--- config.mk ---
export PLATFORM = sky130hd
export DESIGN_NAME = cfg_unlock_port
export DESIGN_NICKNAME = d
export VERILOG_FILES = /design/src/rtl/cfg_unlock_pkg.sv /design/src/rtl/cfg_unlock_ctrl.sv /design/src/rtl/cfg_unlock_dpath.sv /design/src/rtl/cfg_unlock_port.sv
export SDC_FILE = /design/constraint.sdc
export NUM_CORES = 1
export LEC_CHECK = 0
export ABC_CLOCK_PERIOD_IN_PS = 3500
export CAP_MARGIN = 10
export CORE_MARGIN = 2
export CORE_UTILIZATION = 60
export CTS_CLUSTER_SIZE = 30
export DETAILED_ROUTE_END_ITERATION = 12
export DONT_BUFFER_PORTS = 1
export GPL_TIMING_DRIVEN = 0
export PLACE_DENSITY = 0.87
export SLEW_MARGIN = 20
export SYNTH_ARGS = -nofsm -noshare
export SYNTH_HDL_FRONTEND = slang
export SYNTH_HIERARCHICAL = 1
export SYNTH_SLANG_ARGS = --single-unit
--- constraint.sdc ---
create_clock -name clk -period 3.5 [get_ports clk]
set_clock_uncertainty 0.15 [all_clocks]
set_input_delay 0.7 -clock clk [delete_from_list [all_inputs] [get_ports clk]]
set_output_delay 0.7 -clock clk [all_outputs]
set_load 0.02 [all_outputs]
--- src/rtl/cfg_unlock_pkg.sv ---
package cfg_unlock_pkg;

  typedef struct packed {
    logic idxLoad;   // index register takes the write byte
    logic regWrite;  // data-port write to the selected register
    logic exitNow;   // lock request seen this cycle
  } cfgStrobe_t;

  localparam logic [7:0] IDX_EXIT   = 8'h02;
  localparam logic [7:0] IDX_DEVSEL = 8'h07;
  localparam logic [7:0] IDX_IDHI   = 8'h20;
  localparam logic [7:0] IDX_IDLO   = 8'h21;
  localparam logic [7:0] IDX_REV    = 8'h22;
  localparam logic [7:0] IDX_ACT    = 8'h30;
  localparam logic [7:0] IDX_BASEHI = 8'h60;
  localparam logic [7:0] IDX_BASELO = 8'h61;
  localparam logic [7:0] EXIT_VAL   = 8'h02;
  localparam logic [7:0] KEY_FIRST  = 8'h87;

  function automatic logic [7:0] keyByte(input logic [1:0] pos);
    case (pos)
      2'd0:    keyByte = 8'h87;
      2'd1:    keyByte = 8'h01;
      default: keyByte = 8'h55;
    endcase
  endfunction

endpackage

--- src/rtl/cfg_unlock_ctrl.sv ---
module cfg_unlock_ctrl
  import cfg_unlock_pkg::*;
#(
  parameter int ADDR_W = 16,
  parameter logic [ADDR_W-1:0] INDEX_ADDR = 16'h002E,
  parameter logic [ADDR_W-1:0] DATA_ADDR  = 16'h002F
) (
  input  logic              clk,
  input  logic              rstN,
  input  logic [ADDR_W-1:0] ioAddr,
  input  logic              ioWr,
  input  logic [7:0]        ioWrData,
  input  logic [7:0]        curIndex,
  output cfgStrobe_t        strobe,
  output logic              unlocked
);

  logic [1:0] keyPos;
  logic       idxWr;
  logic       dataWr;
  logic       keyHit;

  assign idxWr  = ioWr && (ioAddr == INDEX_ADDR);
  assign dataWr = ioWr && (ioAddr == DATA_ADDR);
  assign keyHit = (ioWrData == keyByte(keyPos));

  always_comb begin
    strobe.idxLoad  = unlocked && idxWr;
    strobe.regWrite = unlocked && dataWr;
    strobe.exitNow  = unlocked && dataWr && (curIndex == IDX_EXIT) && (ioWrData == EXIT_VAL);
  end

  always_ff @(posedge clk or negedge rstN) begin
    if (!rstN) begin
      keyPos   <= 2'd0;
      unlocked <= 1'b0;
    end else if (!unlocked) begin
      if (idxWr) begin
        if (keyHit) begin
          if (keyPos == 2'd3) begin
            unlocked <= 1'b1;
            keyPos   <= 2'd0;
          end else begin
            keyPos <= keyPos + 2'd1;
          end
        end else if (ioWrData == KEY_FIRST) begin
          keyPos <= 2'd1;
        end else begin
          keyPos <= 2'd0;
        end
      end
    end else if (strobe.exitNow) begin
      unlocked <= 1'b0;
      keyPos   <= 2'd0;
    end
  end

endmodule

--- src/rtl/cfg_unlock_dpath.sv ---
module cfg_unlock_dpath
  import cfg_unlock_pkg::*;
#(
  parameter int NUM_DEV = 16,
  parameter logic [15:0] CHIP_ID = 16'h8716,
  parameter logic [3:0]  CHIP_REV = 4'h3
) (
  input  logic                  clk,
  input  logic                  rstN,
  input  cfgStrobe_t            strobe,
  input  logic [7:0]            ioWrData,
  output logic [7:0]            curIndex,
  output logic [7:0]            regRdData,
  output logic [NUM_DEV-1:0]    devActive,
  output logic [NUM_DEV*16-1:0] devBase,
  output logic [NUM_DEV-1:0]    devBaseValid
);

  localparam int SEL_W = (NUM_DEV > 1) ? $clog2(NUM_DEV) : 1;

  logic [7:0]       devSel;
  logic             selInRange;
  logic [SEL_W-1:0] selIdx;

  assign selInRange = (devSel < 8'(NUM_DEV));
  assign selIdx     = devSel[SEL_W-1:0];

  always_ff @(posedge clk or negedge rstN) begin
    if (!rstN) begin
      curIndex <= 8'h00;
      devSel   <= 8'h00;
    end else begin
      if (strobe.exitNow) curIndex <= 8'h00;
      else if (strobe.idxLoad) curIndex <= ioWrData;
      if (strobe.regWrite && curIndex == IDX_DEVSEL) devSel <= ioWrData;
    end
  end

  for (genvar d = 0; d < NUM_DEV; d++) begin : g_bank
    logic bankHit;
    assign bankHit = strobe.regWrite && selInRange && (devSel == 8'(d));
    always_ff @(posedge clk or negedge rstN) begin
      if (!rstN) begin
        devActive[d]          <= 1'b0;
        devBase[d*16 +: 16]   <= 16'h0000;
      end else if (bankHit) begin
        if (curIndex == IDX_ACT)    devActive[d]        <= ioWrData[0];
        if (curIndex == IDX_BASEHI) devBase[d*16+8 +: 8] <= ioWrData;
        if (curIndex == IDX_BASELO) devBase[d*16 +: 8]   <= ioWrData;
      end
    end
    assign devBaseValid[d] = |devBase[d*16 +: 16];
  end

  logic [15:0] selBase;
  logic        selAct;
  assign selBase = selInRange ? devBase[selIdx*16 +: 16] : 16'h0000;
  assign selAct  = selInRange ? devActive[selIdx] : 1'b0;

  always_comb begin
    case (curIndex)
      IDX_DEVSEL: regRdData = devSel;
      IDX_IDHI:   regRdData = CHIP_ID[15:8];
      IDX_IDLO:   regRdData = CHIP_ID[7:0];
      IDX_REV:    regRdData = {4'h0, CHIP_REV};
      IDX_ACT:    regRdData = {7'h00, selAct};
      IDX_BASEHI: regRdData = selBase[15:8];
      IDX_BASELO: regRdData = selBase[7:0];
      default:    regRdData = 8'h00;
    endcase
  end

endmodule

--- src/rtl/cfg_unlock_port.sv ---
module cfg_unlock_port
  import cfg_unlock_pkg::*;
#(
  parameter int ADDR_W = 16,
  parameter logic [ADDR_W-1:0] INDEX_ADDR = 16'h002E,
  parameter logic [ADDR_W-1:0] DATA_ADDR  = 16'h002F,
  parameter int NUM_DEV = 16,
  parameter logic [15:0] CHIP_ID = 16'h8716,
  parameter logic [3:0]  CHIP_REV = 4'h3
) (
  input  logic                  clk,
  input  logic                  rstN,
  input  logic [ADDR_W-1:0]     ioAddr,
  input  logic                  ioWr,
  input  logic                  ioRd,
  input  logic [7:0]            ioWrData,
  output logic [7:0]            ioRdData,
  output logic                  cfgMode,
  output logic [NUM_DEV-1:0]    devActive,
  output logic [NUM_DEV*16-1:0] devBase,
  output logic [NUM_DEV-1:0]    devBaseValid
);

  cfgStrobe_t strobe;
  logic [7:0] curIndex;
  logic [7:0] regRdData;

  cfg_unlock_ctrl #(
    .ADDR_W(ADDR_W), .INDEX_ADDR(INDEX_ADDR), .DATA_ADDR(DATA_ADDR)
  ) uCtrl (
    .clk(clk), .rstN(rstN), .ioAddr(ioAddr), .ioWr(ioWr),
    .ioWrData(ioWrData), .curIndex(curIndex), .strobe(strobe), .unlocked(cfgMode)
  );

  cfg_unlock_dpath #(
    .NUM_DEV(NUM_DEV), .CHIP_ID(CHIP_ID), .CHIP_REV(CHIP_REV)
  ) uDpath (
    .clk(clk), .rstN(rstN), .strobe(strobe), .ioWrData(ioWrData),
    .curIndex(curIndex), .regRdData(regRdData), .devActive(devActive),
    .devBase(devBase), .devBaseValid(devBaseValid)
  );

  always_comb begin
    ioRdData = 8'hFF;
    if (ioRd && cfgMode) begin
      if (ioAddr == DATA_ADDR)       ioRdData = regRdData;
      else if (ioAddr == INDEX_ADDR) ioRdData = curIndex;
    end
  end

endmodule

-- Word-level counts from Yosys, hierarchy flattened
Index checks and enable logic that the tools add are counted.
- input bits: 28
- bits in registers: 291
- magnitude comparators: 2
- eq/ne operators: 31
- reductions and logical operators: 94
- add/sub/neg operators: 1
- multiplexer cells: 22
- shift-type cells: 1
- operators with widths (cell ; number):
    16-bit OR reduction ; 16
    256-bit by 9-bit indexed part select with 16-bit output ; 1
    2-bit AND reduction ; 49
    8-bit by 4-bit == test with 1-bit output, second input constant ; 8
    8-bit one-hot mux with 7 select lines ; 1
    8-bit by 3-bit == test with 1-bit output, second input constant ; 5
    8-bit 2-to-1 mux ; 5
    16-bit by 6-bit == test with 1-bit output, second input constant ; 2
    8-bit by 2-bit == test with 1-bit output, second input constant ; 4
    8-bit by 6-bit == test with 1-bit output, second input constant ; 4
    1-bit logical AND ; 25
    8-bit by 7-bit == test with 1-bit output, second input constant ; 2
    16-bit 2-to-1 mux ; 1
    8-bit one-hot mux with 2 select lines ; 1
    2-bit 2-to-1 mux ; 5
    8-bit by 1-bit == test with 1-bit output, second input constant ; 1
    8-bit == test ; 1
    8-bit == test, second input constant ; 1
    8-bit logical NOT ; 1
    8-bit by 5-bit less-than comparator with 1-bit output, second input constant ; 1
    1-bit 2-to-1 mux ; 8
    4-bit by 5-bit less-than comparator with 1-bit output, second input constant ; 1
    1-bit binary-select mux with 4-bit select ; 1
    2-bit nonzero test ; 2
    5 further kinds ; 5

-- Logic depth before layout (Yosys ltp)
Gate-level depths: netlist of the first run.
- depth after elaboration: 7
- depth in mapped cells: 10
- depth with buffers taken out: 7

-- Hierarchy
Netlist of the first run, hierarchy kept.
- by module, submodules not included (module ; times used ; cells an instance ; area each (um^2) ; sequential area each (um^2)):
    cfg_unlock_dpath ; 1 ; 1005 ; 14116.0 ; 7206.9
    cfg_unlock_ctrl ; 1 ; 47 ; 439.2 ; 75.1
    cfg_unlock_port ; 1 ; 23 ; 186.4 ; 0.0

-- Worst setup path before layout of the first run
Ideal clock, no wire load.
- kind: flip-flop to output port
- from: reg uDpath.devSel[0]
- to: out ioRdData[5]
- data required time: 2.650 ns
- buffers on the path: 3
- data arrival time: 2.315 ns
- stages on the path, launching flop included: 10
- setup slack: 0.335 ns
- cells stage by stage: dfrtp_1 buf_4 buf_4 buf_2 mux4_2 mux2i_1 a21oi_1 a211o_1 mux2i_1 nand3_1
- word-level cells in the longest chain between the ends: 5
- RTL lines (element ; RTL line ; source):
    from (decl) ; cfg_unlock_dpath.sv:21 ; logic [7:0] devSel;
    from (signal assigned) ; cfg_unlock_dpath.sv:35 ; if (strobe.regWrite && curIndex == IDX_DEVSEL) devSel <= ioWrData;
    256-bit by 9-bit indexed part select with 16-bit output / 8-bit by 5-bit less-than comparator with 1-bit output (equally long branches) ; cfg_unlock_dpath.sv:57, cfg_unlock_dpath.sv:25 ;
    16-bit 2-to-1 mux * ; cfg_unlock_dpath.sv:57 ; assign selBase = selInRange ? devBase[selIdx*16 +: 16] : 16'h0000;
    8-bit one-hot mux with 7 select lines * ; cfg_unlock_dpath.sv:61 ; case (curIndex)
    net regRdData[5] ; cfg_unlock_port.sv:26 ; logic [7:0] regRdData;
    8-bit 2-to-1 mux * ; cfg_unlock_port.sv:46 ; if (ioAddr == DATA_ADDR) ioRdData = regRdData;
    8-bit 2-to-1 mux * ; cfg_unlock_port.sv:45 ; if (ioRd && cfgMode) begin
    to (decl) ; cfg_unlock_port.sv:17 ; output logic [7:0] ioRdData,
Mark *: on every way through the listed nets, which the timed path passes. The rest lies on a longest branch.

-- Worst setup path after layout of the first run
- from: reg uDpath.devSel[1]
- to: out ioRdData[0]
- word-level cells in the longest chain between the ends: 6
- RTL lines (element ; RTL line):
    branches (longest 3 deep; another with 256-bit by 9-bit indexed part select with 16-bit output) ; --
    8-bit one-hot mux with 7 select lines * ; cfg_unlock_dpath.sv:61
    net regRdData[0] ; cfg_unlock_port.sv:26
    8-bit 2-to-1 mux * ; cfg_unlock_port.sv:46
    8-bit 2-to-1 mux * ; cfg_unlock_port.sv:45
Mark *: on every way through the listed nets, which the timed path passes. The select of a mux whose other input is x is not followed.

==> flow_summary.yaml, run 1 <==
status:
  status: "finished with violations"
  violations: "negative hold slack, negative setup slack"
yosys:
  yosysWarnings: 6
  synth_nets: 1108
  ys_ff_latch: 291
  yosysUniqueCellTypes: 63
  synthArstFlopShare: 1.000
  seq_area_frac_synth: 0.4940
  netlist_instances: 1075
  yosys.area.top_type: "dfrtp_1"
  syn_area_sq_um: 14740
  synth_top_area_share: 0.4940
  postSynthAreaPerCell_sq_um: 13.71
  ys_top_cells_by_area: "dfrtp_1 (49%), mux2_2 (20%), mux4_2 (9.6%)"
  synth_edf_count: 0
  synth_ff_type: "dfrtp_1"
cells_and_area:
  areaGrowthSynthToFinish_pct: 13.28
  num-fill-cells: 1578
  fin_area_sq_um: 16700
  nNetsFinal: 1157
  register_area_sq_um: 7283
  drive_gt1_frac: 0.4377
  final_cells: 1472
  multi_input_area_sq_um: 7368
place:
  io_buffers: 0
  gp_congestion: 0.9992
  dpl_cell_area_sq_um: 15150
  placed_cells: 1399
  post-place-ws_ns: -1.007
  dp_hpwl_mm: 39.08
power_and_ir_drop:
  peakVddDrop_uv: 399.9
  leakage_nw: 7.627
  powerDensity_nw_per_um2: 397.9
worst_setup_path:
  crit_type: "reg2out"
  rr_worst_depth: 7
  required_ns: 2.65
  cpPeakStageDelay_ns: 0.43
  cpMaxStageDelayCell: "dfrtp_1"
  cp-start-kind: "register"
  cp.arrival_ns: 3.21
  path_common_cell: "buf_4"
  r2r_slack_ns: -0.01
  endpoint_kind: "primary output"
  worstSetupStartpoint: "uDpath/devSel[1]"
  worstPathMaxFanout: 10
  path_cells: "buf_4 -> buf_4 -> buf_4 -> mux2i_4 -> nor2_4 -> nor4_4 -> nand4_1 -> mux2i_2 -> nand3_2"
  regToRegEndpoint: "uDpath/devBase[22]"
  reg2reg_from: "uCtrl/unlocked"
routing:
  wl_met3_mm: 8.628
  met2_length_mm: 24.56
  ant_nets: 0
  highest_layer: "met5"
  wire_per_inst_um: 38.34
  detail_route.iter0.violations: 1715
  drc: 0
  routed_via_density: 7.850
  num_vias: 11555
  met1Wirelength_mm: 18.33
  dr.pass1.iters: 8
  totalWireLength_mm: 56.43
timing:
  worst_pin_slew_ns: 1.057
  slew_headroom: 0.2895
  finalCritPeriodShare: 1.159
  fin_ws_ns: -0.5574
  setup_viol: 11
  fin_setup_tns_ns: -3.477
  finalHoldViolations: 291
  hold_ws_ns: -0.3256
  slew_violations: 0
  fin_crit_ns: 4.057
  grt_setup_unrepaired: "true"
  fmax_ghz: 0.2465
grt:
  antenna_found_initial: 3
  first_global_vias: 11570
  gr-total-overflow: 0
  grt_usage: 0.4313
  grt_max_degree: 292
  grt_pass1_wl_mm: 80.47
die:
  die_h_um: 160.7
  die_width_um: 160.7
  start_util: 0.6079
  core_area_sq_um: 24250
  dieArea_sq_um: 25840
  boundaryPins: 325
  core.rowCount: 57
cts:
  cts_tree: "done"
  clk_pin_slew_ns: 0.06
  worstSkewPairLatency_ns: 0.57
  htree_levels: 1
  cts.sinks: 291
  cts-root-buf: "clkbuf_16"
  clk_path_buf_depth: 3
  cts_made_buffers: 29
job:
  max_cap_violations: 0
min_path:
  hold_path.class: "in2async"
==> worst max-delay path by stage <==
stage,end,slack [ns],cells past startpoint
after floorplan,ioRdData[5],0.33,9
after global placement,ioRdData[0],-0.97,9
after detailed placement,ioRdData[0],-1.01,9
after CTS,ioRdData[0],-0.48,10
after global routing,ioRdData[0],-0.60,10
final,ioRdData[0],-0.56,9
==> critical path: cells and delay by family, from the launching register on <==
| family | cells | cell delay (ns) |
|---|---|---|
| mux | 2 | 0.61 |
| buf+inv | 3 | 0.85 |
| simple gates | 4 | 0.75 |
| flops | 1 | 0.43 |
==> sequential cells by signal, indices dropped and copies added (netlist names) <==
signal and flops:
uCtrl/keyPos 2, uCtrl/unlocked 1, uDpath/curIndex 8, uDpath/devActive 16, uDpath/devBase 256, uDpath/devSel 8
==> metrics by stage <==
step	total power [mW]	util	hold WS [ns]
6_report	6.645	0.6887	-0.3256
5_1_grt	6.775	0.6886	-0.3310
4_1_cts	6.636	0.6853	-0.3294
3_5_place_dp	3.524	0.6247	0.2624
3_3_place_gp	3.521	0.6247	0.2647
2_1_floorplan	3.472	-	0.2544
==> layer usage <==
| layer | track usage | vias to the layer above |
|---|---|---|
| met3 | 0.1916 | 346 |
| met2 | 0.6315 | 1113 |
| met5 | 0 | - |
| met4 | 0.2873 | 4 |
| li1 | - | 4235 |
| met1 | 0.5186 | 5857 |
==> power by group <==
group,switching (mW),internal [mW]
clock network,1.35,1.82
logic,0.0941,0.0170
registers,0.0000771,3.36
==> area by class of cell <==
class,count,share of cell area
timing repair buffer,18,0.01131
multi-input combinational,714,0.4412
antenna,1,0.0001498
clock inverter,8,0.004945
clock buffer,46,0.05327
buffer,66,0.02780
inverter,4,0.0008991
sequential,291,0.4361
tap,324,0.02428
==> synthesized netlist by cell type (3+ instances only) <==
master    count
nor2_4        4
and2_1        3
a31oi_1       5
nand2_1      26
a22oi_1       9
nor2_1       36
mux4_2       63
mux2_1       20
mux2_2      264
nand2b_1      8
nand4_1      22
nor3_1        6
nor2_2       12
nand2_2      16
mux2i_1      31
nor4_4        4
or3_1         7
and3_1        7
nand3b_1      3
buf_1         8
nor3b_1       3
inv_1         4
nor4_1       72
a211oi_1      9
buf_2        15
nor2b_1      14
a21oi_1       9
nand3_1      18
clkbuf_1     40
ha_1          5
dfrtp_1     291
==> kinds of logic (layout without fill, tap and decap cells) <==
kind of cell	after synthesis	in the layout	share of synthesized area
adders and majority gates	5	5	0.004244
other	0	1	0
buffers and inverters	70	142	0.01986
muxes	378	378	0.3342
and+or+nand+nor	283	283	0.1243
DFF	291	291	0.4940
AOI/OAI and AO/OA	47	47	0.02275
xor gates and xnor gates	1	1	0.0005942
==> layout by cell type (no fill, tap or decap), types with 6 or more instances in the layout <==
| master | instances |
|---|---|
| mux2_2 | 264 |
| dfrtp_1 | 290 |
| clkbuf_1 | 44 |
| clkbuf_8 | 10 |
| buf_4 | 23 |
| nor4_1 | 71 |
| a21oi_1 | 9 |
| or3_1 | 6 |
| buf_12 | 11 |
| mux2_1 | 20 |
| nor2_2 | 12 |
| and3_1 | 7 |
| nand3_1 | 7 |
| nor2_1 | 35 |
| mux2i_1 | 27 |
| nand3_2 | 10 |
| nand2b_1 | 8 |
| clkbuf_16 | 29 |
| nand4_1 | 22 |
| nand2_1 | 26 |
| nand2_2 | 16 |
| nor2b_1 | 14 |
| nor3_1 | 6 |
| mux4_2 | 63 |
==> timing repair <==
action | CTS | global route
setup buffers | 15 | 3
setup endpoints to repair | 8 | 8
resized for setup | 97 | 13
pin swaps | 15 | 4
endpoints found under the hold margin | 291 | 291
(Power assumes the default switching activity.)
==> run 2, diff against run 1 <==
Settings changed: CELL_PAD_IN_SITES_DETAIL_PLACEMENT from default to 0, CELL_PAD_IN_SITES_GLOBAL_PLACEMENT from default to 1, CORE_UTILIZATION 60 to 52, PLACE_DENSITY 0.87 to 0.91, SLEW_MARGIN 20 to 30.
==> run 2 against run 1 <==
The flow still finishes with violations (negative hold slack, negative setup slack). Utilization is 8.8 points lower. First-iteration DRC count shrank 16%. Hold slack improved by 0.024 ns. Largest cell class unchanged. Flip-flop and latch count unchanged.
==> flow_summary.yaml, run 2 (same netlist as run 1, synthesis figures left out) <==
status:
  status: "finished with violations"
  violations: "negative hold slack, negative setup slack"
timing:
  fin_ws_ns: -0.5043
  hold_ws_ns: -0.3014
  worst_pin_slew_ns: 1.031
  slew_violations: 0
  setup_viol: 8
  finalCritPeriodShare: 1.144
  fmax_ghz: 0.2497
  fin_setup_tns_ns: -3.684
  finalHoldViolations: 291
  grt_setup_unrepaired: "true"
  fin_crit_ns: 4.004
  slew_headroom: 0.3124
routing:
  totalWireLength_mm: 56.98
  num_vias: 11373
  detail_route.iter0.violations: 1449
  ant_nets: 0
  routed_via_density: 7.472
  drc: 0
  dr.pass1.iters: 5
  wire_per_inst_um: 37.44
worst_setup_path:
  cp.arrival_ns: 3.15
  cp-start-kind: "register"
  r2r_slack_ns: 0.07
  required_ns: 2.65
  worstPathMaxFanout: 7
  reg2reg_from: "uCtrl/unlocked"
  rr_worst_depth: 7
  crit_type: "reg2out"
  endpoint_kind: "primary output"
  regToRegEndpoint: "uDpath/devBase[211]"
power_and_ir_drop:
  leakage_nw: 7.631
  powerDensity_nw_per_um2: 410.2
  peakVddDrop_uv: 304.1
cells_and_area:
  largestRegisters: "uDpath/devBase: 256 flops, uDpath/devActive: 16 flops"
  largest_reg_flops: 256
  layout_common_cells: "dfrtp_1 (291), mux2_2 (264), nor4_1 (70)"
  final_util: 0.6006
  multi_input_area_sq_um: 7340
  final_common_cell: "dfrtp_1"
  top_register: "uDpath/devBase"
  drive_gt1_frac: 0.4374
  nNetsFinal: 1155
  register_area_sq_um: 7282
  areaGrowthSynthToFinish_pct: 13.50
  fin_area_sq_um: 16730
  num-fill-cells: 2088
cts:
  worstSkewPairLatency_ns: 0.56
  cts.sinks: 291
  clk_pin_slew_ns: 0.06
  clk_path_buf_depth: 3
  cts_tree: "done"
  cts_made_buffers: 30
  htree_levels: 1
  cts-root-buf: "clkbuf_16"
die:
  die_h_um: 172.4
  core_area_sq_um: 27860
  start_util: 0.5292
  die_width_um: 172.4
  dieArea_sq_um: 29710
  core.rowCount: 61
  boundaryPins: 325
place:
  gp_congestion: 0.9882
  io_buffers: 0
  dp_hpwl_mm: 40.39
  dpl_cell_area_sq_um: 15210
grt:
  first_global_vias: 11195
  antenna_found_initial: 1
  grt_max_degree: 292
  grt_pass1_wl_mm: 79.45
  gr-total-overflow: 0
  grt_usage: 0.3774
job:
  max_cap_violations: 0
min_path:
  hold_path.class: "in2async"
==> run 2: changes by cell type in the layout (fill, tap and decap cells not counted), moves of 3 or more <==
cell and delta:
buf_12 -4, clkbuf_8 -4, mux2i_2 +4, bufinv_16 +3
==> run 2: where the power goes <==
group	internal [mW]	total [mW]	leakage, nW	switching, mW
combinational	0.0169	0.113	3.07	0.0959
clock	2.03	3.39	0.512	1.36
sequential	3.36	3.36	4.05	0.0000789
==> run 2: how the worst max path moves through the flow <==
stage	endpoint	slack (ns)	startpoint	depth (start not counted)
2_1_floorplan	ioRdData[5]	0.33	uDpath/devSel[0]	9
3_5_place_dp	ioRdData[0]	-0.88	uDpath/devSel[1]	9
5_1_grt	ioRdData[0]	-0.58	uDpath/devSel[0]	10
4_1_cts	ioRdData[0]	-0.49	uDpath/devSel[0]	10
6_report	ioRdData[1]	-0.50	uDpath/devSel[0]	9
3_3_place_gp	ioRdData[0]	-0.92	uDpath/devSel[1]	9
==> run 2: layout make-up <==
cell class              instances  share of cell area
diodes                          1           0.0001496
plain buffers                  65             0.02438
clock buffers                  42             0.05242
clock inverters                11            0.009646
inverters                       4           0.0008973
multi-input cells             714              0.4386
flip-flops and latches        291              0.4352
well taps                     378             0.02827
repair buffers                 16             0.01039
==> run 2: repair_timing <==
| item | 4_1_cts | 5_1_grt |
|---|---|---|
| setup buffers | 14 | 2 |
| setup endpoints to repair | 8 | 8 |
| pin swaps | 8 | 7 |
| endpoints found under the hold margin | 291 | 291 |
| gates resized for setup | 80 | 16 |
| cloned | 0 | 0 |
==> run 2: metal layers <==
| metal | part of all wire | wire length (um) | GRT usage | vias to the layer above |
|---|---|---|---|---|
| li1 | - | - | - | 4253 |
| met1 | 0.35 | 19950 | 0.4811 | 5881 |
| met2 | 0.44 | 25220 | 0.5579 | 994 |
| met3 | 0.14 | 8180 | 0.1447 | 245 |
| met4 | 0.064 | 3639 | 0.2031 | 0 |
| met5 | 0 | 0 | 0 | - |
==> run 2: critical path, cell delays in order, from the launching register on <==
cell and delay [ns]:
dfrtp_1 0.38, buf_12 0.14, buf_12 0.13, buf_4 0.12
mux4_2 0.58, a211oi_2 0.34, a311oi_1 0.09, or3_1 0.37
mux2i_1 0.26, nand3_2 0.18
==> run 2: per-stage QoR <==
stage | instances | power, mW | worst slack, ns | hold WS [ns]
floorplan | 1075 | 3.472 | 0.3345 | 0.2544
global placement | 1453 | 3.525 | -0.9212 | 0.2642
detailed placement | 1453 | 3.527 | -0.8795 | 0.2674
CTS | 1520 | 6.862 | -0.4861 | -0.3150
global route | 1521 | 7.004 | -0.5757 | -0.3220
finish | 1522 | 6.863 | -0.5043 | -0.3014
